[config.mk]
export PLATFORM = sky130hd
export DESIGN_NAME = flash_erase_ctrl
export DESIGN_NICKNAME = d
export VERILOG_FILES = /design/src/rtl/flash_erase_pkg.sv /design/src/rtl/flash_seq_decoder.sv /design/src/rtl/flash_erase_engine.sv /design/src/rtl/flash_status_gen.sv /design/src/rtl/flash_erase_ctrl.sv
export SDC_FILE = /design/constraint.sdc
export NUM_CORES = 1
export LEC_CHECK = 0
export BUFFER_PORTS_ARGS = -buffer_cell sky130_fd_sc_hd__clkbuf_2
export CORE_UTILIZATION = 35
export DETAILED_ROUTE_END_ITERATION = 16
export GPL_ROUTABILITY_DRIVEN = 0
export PLACE_DENSITY = 0.54
export SYNTH_ARGS = -nofsm -noshare
export SYNTH_HDL_FRONTEND = slang
export SYNTH_SLANG_ARGS = --single-unit
[constraint.sdc]
create_clock -name clk -period 4.25 [get_ports clk]
set_input_delay 0.425 -clock clk [delete_from_list [all_inputs] [get_ports clk]]
set_output_delay 0.425 -clock clk [all_outputs]
set_load 0.02 [all_outputs]
[src/rtl/flash_erase_pkg.sv]
package flash_erase_pkg;

   localparam int WORD_W  = 16;
   localparam int SEQ_LEN = 6;

   localparam logic [WORD_W-1:0] CMD_TO_READ = 16'h00F0;

   localparam int STAT_DONE_BIT = 7;
   localparam int STAT_TOG_BIT  = 6;
   localparam int STAT_ALT_BIT  = 2;

   typedef enum logic [2:0] {
      ENG_IDLE,
      ENG_ZERO,
      ENG_CHECK,
      ENG_HOLD_A,
      ENG_ONES,
      ENG_HOLD_B
   } eng_state_t;

   // expected address of each step of the erase sequence
   function automatic int unsigned seq_addr(int unsigned step);
      case (step)
         1, 4:    return 32'h2AA;
         default: return 32'h555;
      endcase
   endfunction

   // expected data of each step of the erase sequence
   function automatic logic [WORD_W-1:0] seq_data(int unsigned step);
      case (step)
         0, 3:    return 16'h00AA;
         1, 4:    return 16'h0055;
         2:       return 16'h0080;
         default: return 16'h0010;
      endcase
   endfunction

   // power-up content of the modelled array
   function automatic logic [WORD_W-1:0] init_word(int unsigned idx);
      return 16'hA5A5 ^ WORD_W'(idx * 32'h0101);
   endfunction

endpackage

[src/rtl/flash_seq_decoder.sv]
module flash_seq_decoder
   import flash_erase_pkg::*;
#(
   parameter int BUS_AW = 12
) (
   input  logic                clk,
   input  logic                rst_n,
   input  logic                wr_en,
   input  logic [BUS_AW-1:0]   wr_addr,
   input  logic [WORD_W-1:0]   wr_data,
   input  logic                busy,
   output logic                start
);

   localparam int STEP_W = $clog2(SEQ_LEN);
   localparam logic [STEP_W-1:0] LAST_STEP = STEP_W'(SEQ_LEN - 1);

   logic [STEP_W-1:0] step;
   logic [BUS_AW-1:0] exp_addr;
   logic              hit;
   logic              at_last;
   logic              take;

   always_comb begin
      exp_addr = BUS_AW'(seq_addr(32'(step)));
      hit      = (wr_addr == exp_addr) && (wr_data == seq_data(32'(step)));
      at_last  = (step == LAST_STEP);
      take     = wr_en && !busy;
      start    = take && hit && at_last;
   end

   always_ff @(posedge clk or negedge rst_n) begin
      if (!rst_n) begin
         step <= '0;
      end else if (take) begin
         if (wr_data == CMD_TO_READ) begin
            step <= '0;
         end else if (hit) begin
            step <= at_last ? '0 : step + 1'b1;
         end else begin
            step <= '0;
         end
      end
   end

   assert_busy_writes_ignored_R4: assert property (
      @(posedge clk) disable iff (!rst_n)
      (busy && wr_en) |=> (step == $past(step)))
      else $error("decoder step moved on a write while busy");

endmodule

[src/rtl/flash_erase_engine.sv]
module flash_erase_engine
   import flash_erase_pkg::*;
#(
   parameter int DEPTH       = 16,
   parameter int HOLD_CYCLES = 4
) (
   input  logic                       clk,
   input  logic                       rst_n,
   input  logic                       start,
   input  logic                       fault_inj,
   input  logic [$clog2(DEPTH)-1:0]   rd_addr,
   output logic                       busy,
   output logic                       verify_fail,
   output logic [WORD_W-1:0]          array_word
);

   localparam int  IDX_W    = $clog2(DEPTH);
   localparam int  CNT_W    = (HOLD_CYCLES > 1) ? $clog2(HOLD_CYCLES) : 1;
   localparam bit  HAS_HOLD = (HOLD_CYCLES > 0);
   localparam int  HOLD_END = HAS_HOLD ? HOLD_CYCLES - 1 : 0;
   localparam logic [IDX_W-1:0] LAST_IDX = IDX_W'(DEPTH - 1);

   eng_state_t           state;
   logic [IDX_W-1:0]     idx;
   logic [CNT_W-1:0]     hold_cnt;
   logic [WORD_W-1:0]    cells [DEPTH];
   logic [WORD_W-1:0]    readback;
   logic                 last_word;
   logic                 hold_done;
   logic                 cell_we;
   logic [WORD_W-1:0]    cell_val;

   if (DEPTH < 2 || (1 << IDX_W) != DEPTH) begin : g_bad_depth
      $error("DEPTH must be a power of two of at least 2");
   end
   if (HOLD_CYCLES < 0) begin : g_bad_hold
      $error("HOLD_CYCLES must not be negative");
   end

   // one storage word per generate slot, loaded with its power-up pattern on reset
   for (genvar g = 0; g < DEPTH; g++) begin : g_cell
      logic [WORD_W-1:0] q;
      always_ff @(posedge clk or negedge rst_n) begin
         if (!rst_n) begin
            q <= init_word(g);
         end else if (cell_we && idx == IDX_W'(g)) begin
            q <= cell_val;
         end
      end
      assign cells[g] = q;
   end

   always_comb begin
      last_word  = (idx == LAST_IDX);
      hold_done  = (hold_cnt == CNT_W'(HOLD_END));
      cell_we    = (state == ENG_ZERO) || (state == ENG_ONES);
      cell_val   = (state == ENG_ONES) ? '1 : '0;
      readback   = cells[idx] | {{(WORD_W-1){1'b0}}, fault_inj};
      array_word = cells[rd_addr];
      busy       = (state != ENG_IDLE);
   end

   always_ff @(posedge clk or negedge rst_n) begin
      if (!rst_n) begin
         state       <= ENG_IDLE;
         idx         <= '0;
         hold_cnt    <= '0;
         verify_fail <= 1'b0;
      end else begin
         case (state)
            ENG_IDLE: begin
               if (start) begin
                  state       <= ENG_ZERO;
                  idx         <= '0;
                  verify_fail <= 1'b0;
               end
            end
            ENG_ZERO: begin
               idx <= last_word ? '0 : idx + 1'b1;
               if (last_word) state <= ENG_CHECK;
            end
            ENG_CHECK: begin
               if (readback != '0) begin
                  verify_fail <= 1'b1;
                  state       <= ENG_IDLE;
                  idx         <= '0;
               end else begin
                  idx <= last_word ? '0 : idx + 1'b1;
                  if (last_word) begin
                     state    <= HAS_HOLD ? ENG_HOLD_A : ENG_ONES;
                     hold_cnt <= '0;
                  end
               end
            end
            ENG_HOLD_A: begin
               hold_cnt <= hold_cnt + 1'b1;
               if (hold_done) begin
                  state    <= ENG_ONES;
                  hold_cnt <= '0;
               end
            end
            ENG_ONES: begin
               idx <= last_word ? '0 : idx + 1'b1;
               if (last_word) begin
                  state    <= HAS_HOLD ? ENG_HOLD_B : ENG_IDLE;
                  hold_cnt <= '0;
               end
            end
            ENG_HOLD_B: begin
               hold_cnt <= hold_cnt + 1'b1;
               if (hold_done) begin
                  state    <= ENG_IDLE;
                  hold_cnt <= '0;
               end
            end
            default: state <= ENG_IDLE;
         endcase
      end
   end

   assert_start_sets_busy_R1: assert property (
      @(posedge clk) disable iff (!rst_n)
      start |=> busy)
      else $error("start was not followed by busy");

   assert_fail_ends_busy_R6: assert property (
      @(posedge clk) disable iff (!rst_n)
      $rose(verify_fail) |-> !busy)
      else $error("verify failure left the engine busy");

endmodule

[src/rtl/flash_status_gen.sv]
module flash_status_gen
   import flash_erase_pkg::*;
(
   input  logic                clk,
   input  logic                rst_n,
   input  logic                busy,
   input  logic                start,
   input  logic                rd_en,
   input  logic [WORD_W-1:0]   array_word,
   output logic [WORD_W-1:0]   rd_data
);

   logic toggle;

   always_ff @(posedge clk or negedge rst_n) begin
      if (!rst_n) begin
         toggle <= 1'b0;
      end else if (start) begin
         toggle <= 1'b0;
      end else if (busy && rd_en) begin
         toggle <= ~toggle;
      end
   end

   always_comb begin
      if (busy) begin
         rd_data                = '0;
         rd_data[STAT_DONE_BIT] = 1'b0;
         rd_data[STAT_TOG_BIT]  = toggle;
         rd_data[STAT_ALT_BIT]  = toggle;
      end else begin
         rd_data = array_word;
      end
   end

   assert_toggle_per_read_R7: assert property (
      @(posedge clk) disable iff (!rst_n)
      (busy && rd_en) |=> (!busy || rd_data[STAT_TOG_BIT] != $past(rd_data[STAT_TOG_BIT])))
      else $error("status toggle bit did not flip on a busy read");

endmodule

[src/rtl/flash_erase_ctrl.sv]
module flash_erase_ctrl
   import flash_erase_pkg::*;
#(
   parameter int BUS_AW      = 12,
   parameter int DEPTH       = 16,
   parameter int HOLD_CYCLES = 4
) (
   input  logic                       clk,
   input  logic                       rst_n,
   input  logic                       wr_en,
   input  logic [BUS_AW-1:0]          wr_addr,
   input  logic [15:0]                wr_data,
   input  logic                       rd_en,
   input  logic [$clog2(DEPTH)-1:0]   rd_addr,
   output logic [15:0]                rd_data,
   output logic                       busy,
   output logic                       verify_fail,
   input  logic                       fault_inj
);

   if (BUS_AW < 11) begin : g_bad_aw
      $error("BUS_AW must hold word address 0x555");
   end

   logic              start;
   logic [WORD_W-1:0] array_word;

   flash_seq_decoder #(
      .BUS_AW (BUS_AW)
   ) u_decoder (
      .clk     (clk),
      .rst_n   (rst_n),
      .wr_en   (wr_en),
      .wr_addr (wr_addr),
      .wr_data (wr_data),
      .busy    (busy),
      .start   (start)
   );

   flash_erase_engine #(
      .DEPTH       (DEPTH),
      .HOLD_CYCLES (HOLD_CYCLES)
   ) u_engine (
      .clk         (clk),
      .rst_n       (rst_n),
      .start       (start),
      .fault_inj   (fault_inj),
      .rd_addr     (rd_addr),
      .busy        (busy),
      .verify_fail (verify_fail),
      .array_word  (array_word)
   );

   flash_status_gen u_status (
      .clk        (clk),
      .rst_n      (rst_n),
      .busy       (busy),
      .start      (start),
      .rd_en      (rd_en),
      .array_word (array_word),
      .rd_data    (rd_data)
   );

   assert_busy_after_write_R1: assert property (
      @(posedge clk) disable iff (!rst_n)
      $rose(busy) |-> $past(wr_en))
      else $error("busy rose without a host write");

endmodule

Yosys cells after proc, flatten, opt, wreduce, memory -nomap -nowiden:

Cells that the tools add are included.

* add/subtract/negate cells: 3
* order comparisons: 2
* equal/unequal tests: 37
* multiplexer cells: 34
* bitwise operators: 4
* reductions and logical operators: 40

Operators by type and width (number)
* binary-select mux 16 bit (select 4 bit): 2
* 2-to-1 mux 16 bit: 6
* equality test 4 bit, second input constant: 8
* 2-to-1 mux 3 bit: 10
* one-hot mux 8 bit (3 select lines): 1
* logical AND 1 bit: 21
* one-hot mux 3 bit (6 select lines): 1
* equality test 16 x 8 -> 1 bit: 1
* equality test 16 x 8 -> 1 bit, second input constant: 1
* equality test 4 x 3 -> 1 bit, second input constant: 4
* OR 16 x 1 -> 16 bit: 1
* nonzero test 16 bit: 1
* equality test 12 x 11 -> 1 bit: 1
* equality test 3 x 2 -> 1 bit, second input constant: 4
* equality test 3 bit, second input constant: 4
* 2-to-1 mux 4 bit: 3
* one-hot mux 4 bit (3 select lines): 1
* 2-to-1 mux 11 bit: 1
* greater-or-equal comparator 5 bit, second input constant: 2
* != test 2 x 1 -> 1 bit, second input constant: 5
* NOT 4 -> 5 bit: 2
* nonzero test 3 bit: 3
* equality test 4 x 2 -> 1 bit, second input constant: 2
* OR reduction 2 bit: 4
* other kinds (21): 31

* register bits: 270
* bits of input ports: 37
* output and inout port bits: 18

Longest topological paths before layout:

* word-level depth: 9
* gate-level depth with buffers: 10
* gate-level depth less buffers: 9

By module:

From an unflattened synthesis, not the netlist that was laid out.

* cells, all modules: 461
* area total of the unflattened synthesis: 3701.0 µm²

Modules (own cells, without submodules)
* flash_erase_engine: instances 1, cells an instance 383, area an instance 3050.4 µm², seq. area each 1071.0 µm²
* flash_seq_decoder: instances 1, cells an instance 54, area an instance 465.4 µm², seq. area each 75.1 µm²
* flash_status_gen: instances 1, cells an instance 24, area an instance 185.2 µm², seq. area each 25.0 µm²

Worst setup path before layout:

Ideal clock, no wire load.

* path kind: input -> output
* start point: input rd_addr[0]
* end point: output rd_data[9]
* data arrival time: 2.448 ns
* setup slack: 1.377 ns
* cell stages on the path: 7
* buffers on the path: 3
* path through: clkbuf_1 buf_1 mux2i_1 o21ai_0 o22ai_1 a211oi_1 buf_4

* longest elaborated chain between the ends: 5

Ends and longest elaborated chain
* start: declaration: line flash_erase_ctrl.sv:14 `input logic [$clog2(DEPTH)-1:0] rd_addr,`
* NOT 4 -> 5 bit (implied by the code): line flash_erase_engine.sv:59 `array_word = cells[rd_addr];`
* binary-select mux 16 bit (select 4 bit): line flash_erase_engine.sv:59
* 2-to-1 mux 16 bit (implied by the code) (2 in a row): line flash_erase_engine.sv:59
* 2-to-1 mux 16 bit: line flash_status_gen.sv:26 `if (busy) begin`
* end: declaration: line flash_erase_ctrl.sv:15 `output logic [15:0] rd_data,`

No other way between the ends. The select of a mux whose other input is x is not followed.

Worst setup path in the final report:

* start point: register u_decoder.step[0]
* end point: register u_engine.idx[3]

* longest elaborated chain between the ends: 9
* elaborated cells on any way between the ends: 17
* those cells by class: eq/ne (8); mux (2); reduce/logical (7)

Ends and longest elaborated chain
* start: declaration: line flash_seq_decoder.sv:18 `logic [STEP_W-1:0] step;`
* start signal: assignment: line flash_seq_decoder.sv:39 `step <= at_last ? '0 : step + 1'b1;`
* equality test 3 x 1 -> 1 bit (tied with other cells): line flash_erase_pkg.sv:23, flash_erase_pkg.sv:31
* OR reduction 2 bit, on equally long branches: line flash_erase_pkg.sv:23, flash_erase_pkg.sv:31
* one-hot mux 8 bit (3 select lines) or 2-to-1 mux 11 bit (tied branches): line flash_erase_pkg.sv:31, flash_erase_pkg.sv:23
* equality test 16 x 8 -> 1 bit or equality test 12 x 11 -> 1 bit (tied branches): line flash_seq_decoder.sv:26 `hit = (wr_addr == exp_addr) && (wr_data == seq_data(32'(step)));`
* logical AND 1 bit: line flash_seq_decoder.sv:26
* logical AND 1 bit: line flash_seq_decoder.sv:29 `start = take && hit && at_last;`
* logical AND 1 bit *: line flash_seq_decoder.sv:29
* != test 2 bit (no line) *
* AND reduction 2 bit (no line) *
* end signal: assignment: line flash_erase_engine.sv:79 `idx <= last_word ? '0 : idx + 1'b1;`
* end signal: assignment: line flash_erase_engine.sv:88 `idx <= last_word ? '0 : idx + 1'b1;`
* end signal: assignment: line flash_erase_engine.sv:103 `idx <= last_word ? '0 : idx + 1'b1;`
* end: declaration: line flash_erase_engine.sv:24 `logic [IDX_W-1:0] idx;`

Every way passes the cells marked *; elsewhere a longest branch is shown, timed or not.
A chain may end at the register's enable or synchronous reset.

==> results.json <==
{
  "status": "completed",
  "r2r-start": "u_decoder.step[0]",
  "final_common_cell": "nand2_1",
  "ys_seq_area_share_pct": 34.1,
  "grt.total_usage_pct": 20.0,
  "clk_path_buf_depth": 2,
  "critPathKind": "reg2reg",
  "final_cell_mix": "82 x nand2_1, 54 x clkbuf_2, 47 x nor2_1",
  "syn-cell-area_sq_um": 3430,
  "synth_fa_ha_area_share_pct": 2.19,
  "rows": 35,
  "drt_wl_total_microns": 9610,
  "path_max_fanout": 9,
  "dr_wl_met3_microns": 486,
  "dp_hpwl_microns": 6970,
  "antenna_left": 0,
  "insertion_delay_ns": 0.31,
  "start_util_pct": 36.6,
  "core-area_sq_um": 9370,
  "start_kind": "register",
  "reg2reg_depth": 9,
  "synthArstFlopShare_pct": 100,
  "die_w_microns": 101,
  "drt-vias-per-instance": 5.58,
  "drt_iter0_markers": 342,
  "first_pass_iters": 5,
  "slowest_stage": "dfrtp_1",
  "required_ns": 4.46,
  "slew_violations": 0,
  "antenna_found_initial": 0,
  "ys_types": 60,
  "portBuffers": 54,
  "finalSetupTns_ns": 0,
  "grt_pass1_vias": 3159,
  "avgSynthCellArea_sq_um": 7.80,
  "cts-root-buf": "clkbuf_8",
  "min_period_ns": 2.88,
  "wl_per_cell_microns": 16.0,
  "route.detailed.drc": 0,
  "syn_to_final_growth_pct": 12.8,
  "n_antenna_cell": 0,
  "cts_resized": 0,
  "synth_cells": 440,
  "startpoint": "u_decoder.step[0]",
  "syn_nets": 483,
  "synth-main-ff-cell": "dfrtp_1",
  "path_cells": "and2_1, ha_1, o21bai_1, xor2_1, or3_1, nor4_4, o21ai_2, o31a_1, o41ai_2",
  "synthMuxAreaShare_pct": 5.25,
  "skew_ns": 0.0128,
  "cts.sinks": 46,
  "drive_gt1_share_pct": 20.3,
  "grt_max_degree": 47,
  "rrSetupSlack_ns": 1.37,
  "powerDensity_nw_per_um2": 244,
  "nNetsFinal": 515,
  "synth_top_family_by_area": "simple AND/OR/NAND/NOR gates",
  "max-vdd-ir-drop_mv": 0.120,
  "cts_hold_buf": 0,
  "synth_compound_area_share_pct": 22.0,
  "via_count": 3357,
  "final_area_sq_um": 3870,
  "top_layer_used": "met4",
  "cts_tree": "done",
  "place_area_sq_um": 3730,
  "crit_family": "simple AND/OR/NAND/NOR gates",
  "clk_pin_slew_ns": 0.10,
  "synth_seq_cells": 46,
  "wl_met2_microns": 4350,
  "end_kind": "register",
  "crit_arrival_ns": 3.08,
  "gr-total-overflow": 0,
  "ys_warn_count": 0,
  "p_leak_nw": 1.67,
  "drt-met1-wl_microns": 4660,
  "critPathMaxStageDelay_ns": 0.48,
  "setup_viol": 0,
  "fin_crit_sh_pct": 67.7,
  "io_pins": 55,
  "hold_viol_final": 0,
  "synth_xor_area_share_pct": 1.28,
  "htreeDepth": 2,
  "numCtsBuffers": 5,
  "fp.dieArea_sq_um": 10200,
  "worst_pin_slew_ns": 0.729,
  "fmaxAchievable_ghz": 0.347,
  "synth_edf_count": 0,
  "slew_headroom_pct": 51.4,
  "yosys.area_share.simple_pct": 29.6,
  "hold_class": "in2async",
  "die_h_microns": 101,
  "max-cap-violations": 0,
  "post_cts_buffers": 0,
  "grt_pass1_wl_microns": 15900,
  "rsz0062_at_grt": "no",
  "reg2reg_to": "u_engine.idx[3]",
  "critical_path_buf_inv_count": 0
}
## layout make-up
class                           instances  area (sq um)
Timing Repair Buffer                   57           293
Sequential cell                        46          1170
Tap cell                              129           161
Inverter                                9          33.8
Clock buffer                            6          82.6
Clock inverter                          2          60.1
Fill cell                             975          5500
Multi-Input combinational cell        353          2070
## sequential cells by signal, indices dropped and copies added (netlist names)
signal	count
u_engine.hold_cnt	2
u_status.toggle	1
u_decoder.step	3
u_engine.g_cell.q	32
u_engine.state	3
u_engine.idx	4
u_engine.verify_fail	1
## per-stage QoR
step	setup slack [ns]	power (W)	utilization (%)	instances	hold slack, ns
after floorplan	1.38	0.000503	-	440	0.129
after global placement	1.52	0.000539	39.8	594	0.467
after detailed placement	1.38	0.000540	39.8	594	0.472
after CTS	1.35	0.000954	41.3	602	0.234
after global routing	1.20	0.000977	41.3	602	0.272
final	1.37	0.000944	41.3	602	0.205
## how the worst max path moves through the flow
stage | to | slack [ns] | depth (start not counted)
floorplan | rd_data[9] | 1.38 | 7
global placement | u_engine.idx[3] | 1.52 | 9
detailed placement | u_engine.idx[3] | 1.38 | 9
CTS | u_engine.idx[3] | 1.35 | 9
global route | u_engine.idx[3] | 1.20 | 7
finish | u_engine.idx[3] | 1.37 | 9
## cells by family after synthesis
kind of cell	count (synthesis)
AOI/OAI and AO/OA	118
and+or+nand+nor	210
xor gates and xnor gates	5
muxes	14
buffers and inverters	41
DFF	46
adders and majority gates	6
## Yosys cell counts (8+ instances only)
| library cell | count | area [sq um] |
|---|---|---|
| dfstp_2 | 16 | 420 |
| nor2b_1 | 8 | 50.1 |
| nand2_1 | 82 | 308 |
| nor2_1 | 47 | 176 |
| inv_1 | 8 | 30.0 |
| o21ai_0 | 41 | 205 |
| nand2b_1 | 13 | 81.3 |
| nand3_1 | 10 | 50.1 |
| buf_4 | 8 | 60.1 |
| dfrtp_1 | 30 | 751 |
| clkbuf_1 | 17 | 63.8 |
| a21oi_1 | 22 | 110 |
| nor3_1 | 23 | 115 |
| mux2i_1 | 9 | 90.1 |
| a211oi_1 | 13 | 97.6 |
## metal layers
metal | GRT usage [%] | up-vias
met5 | 0 | -
met4 | 5.24 | 0
met3 | 2.77 | 8
met2 | 31.7 | 112
met1 | 28.6 | 1601
li1 | - | 1636
## where the power goes
group	internal (W)	switching, W
sequential	0.000438	0.000000000000208
clock	0.000251	0.000162
combinational	0.0000342	0.0000582
total	0.000724	0.000220
Note: power is estimated with default switching activity, not from simulation.
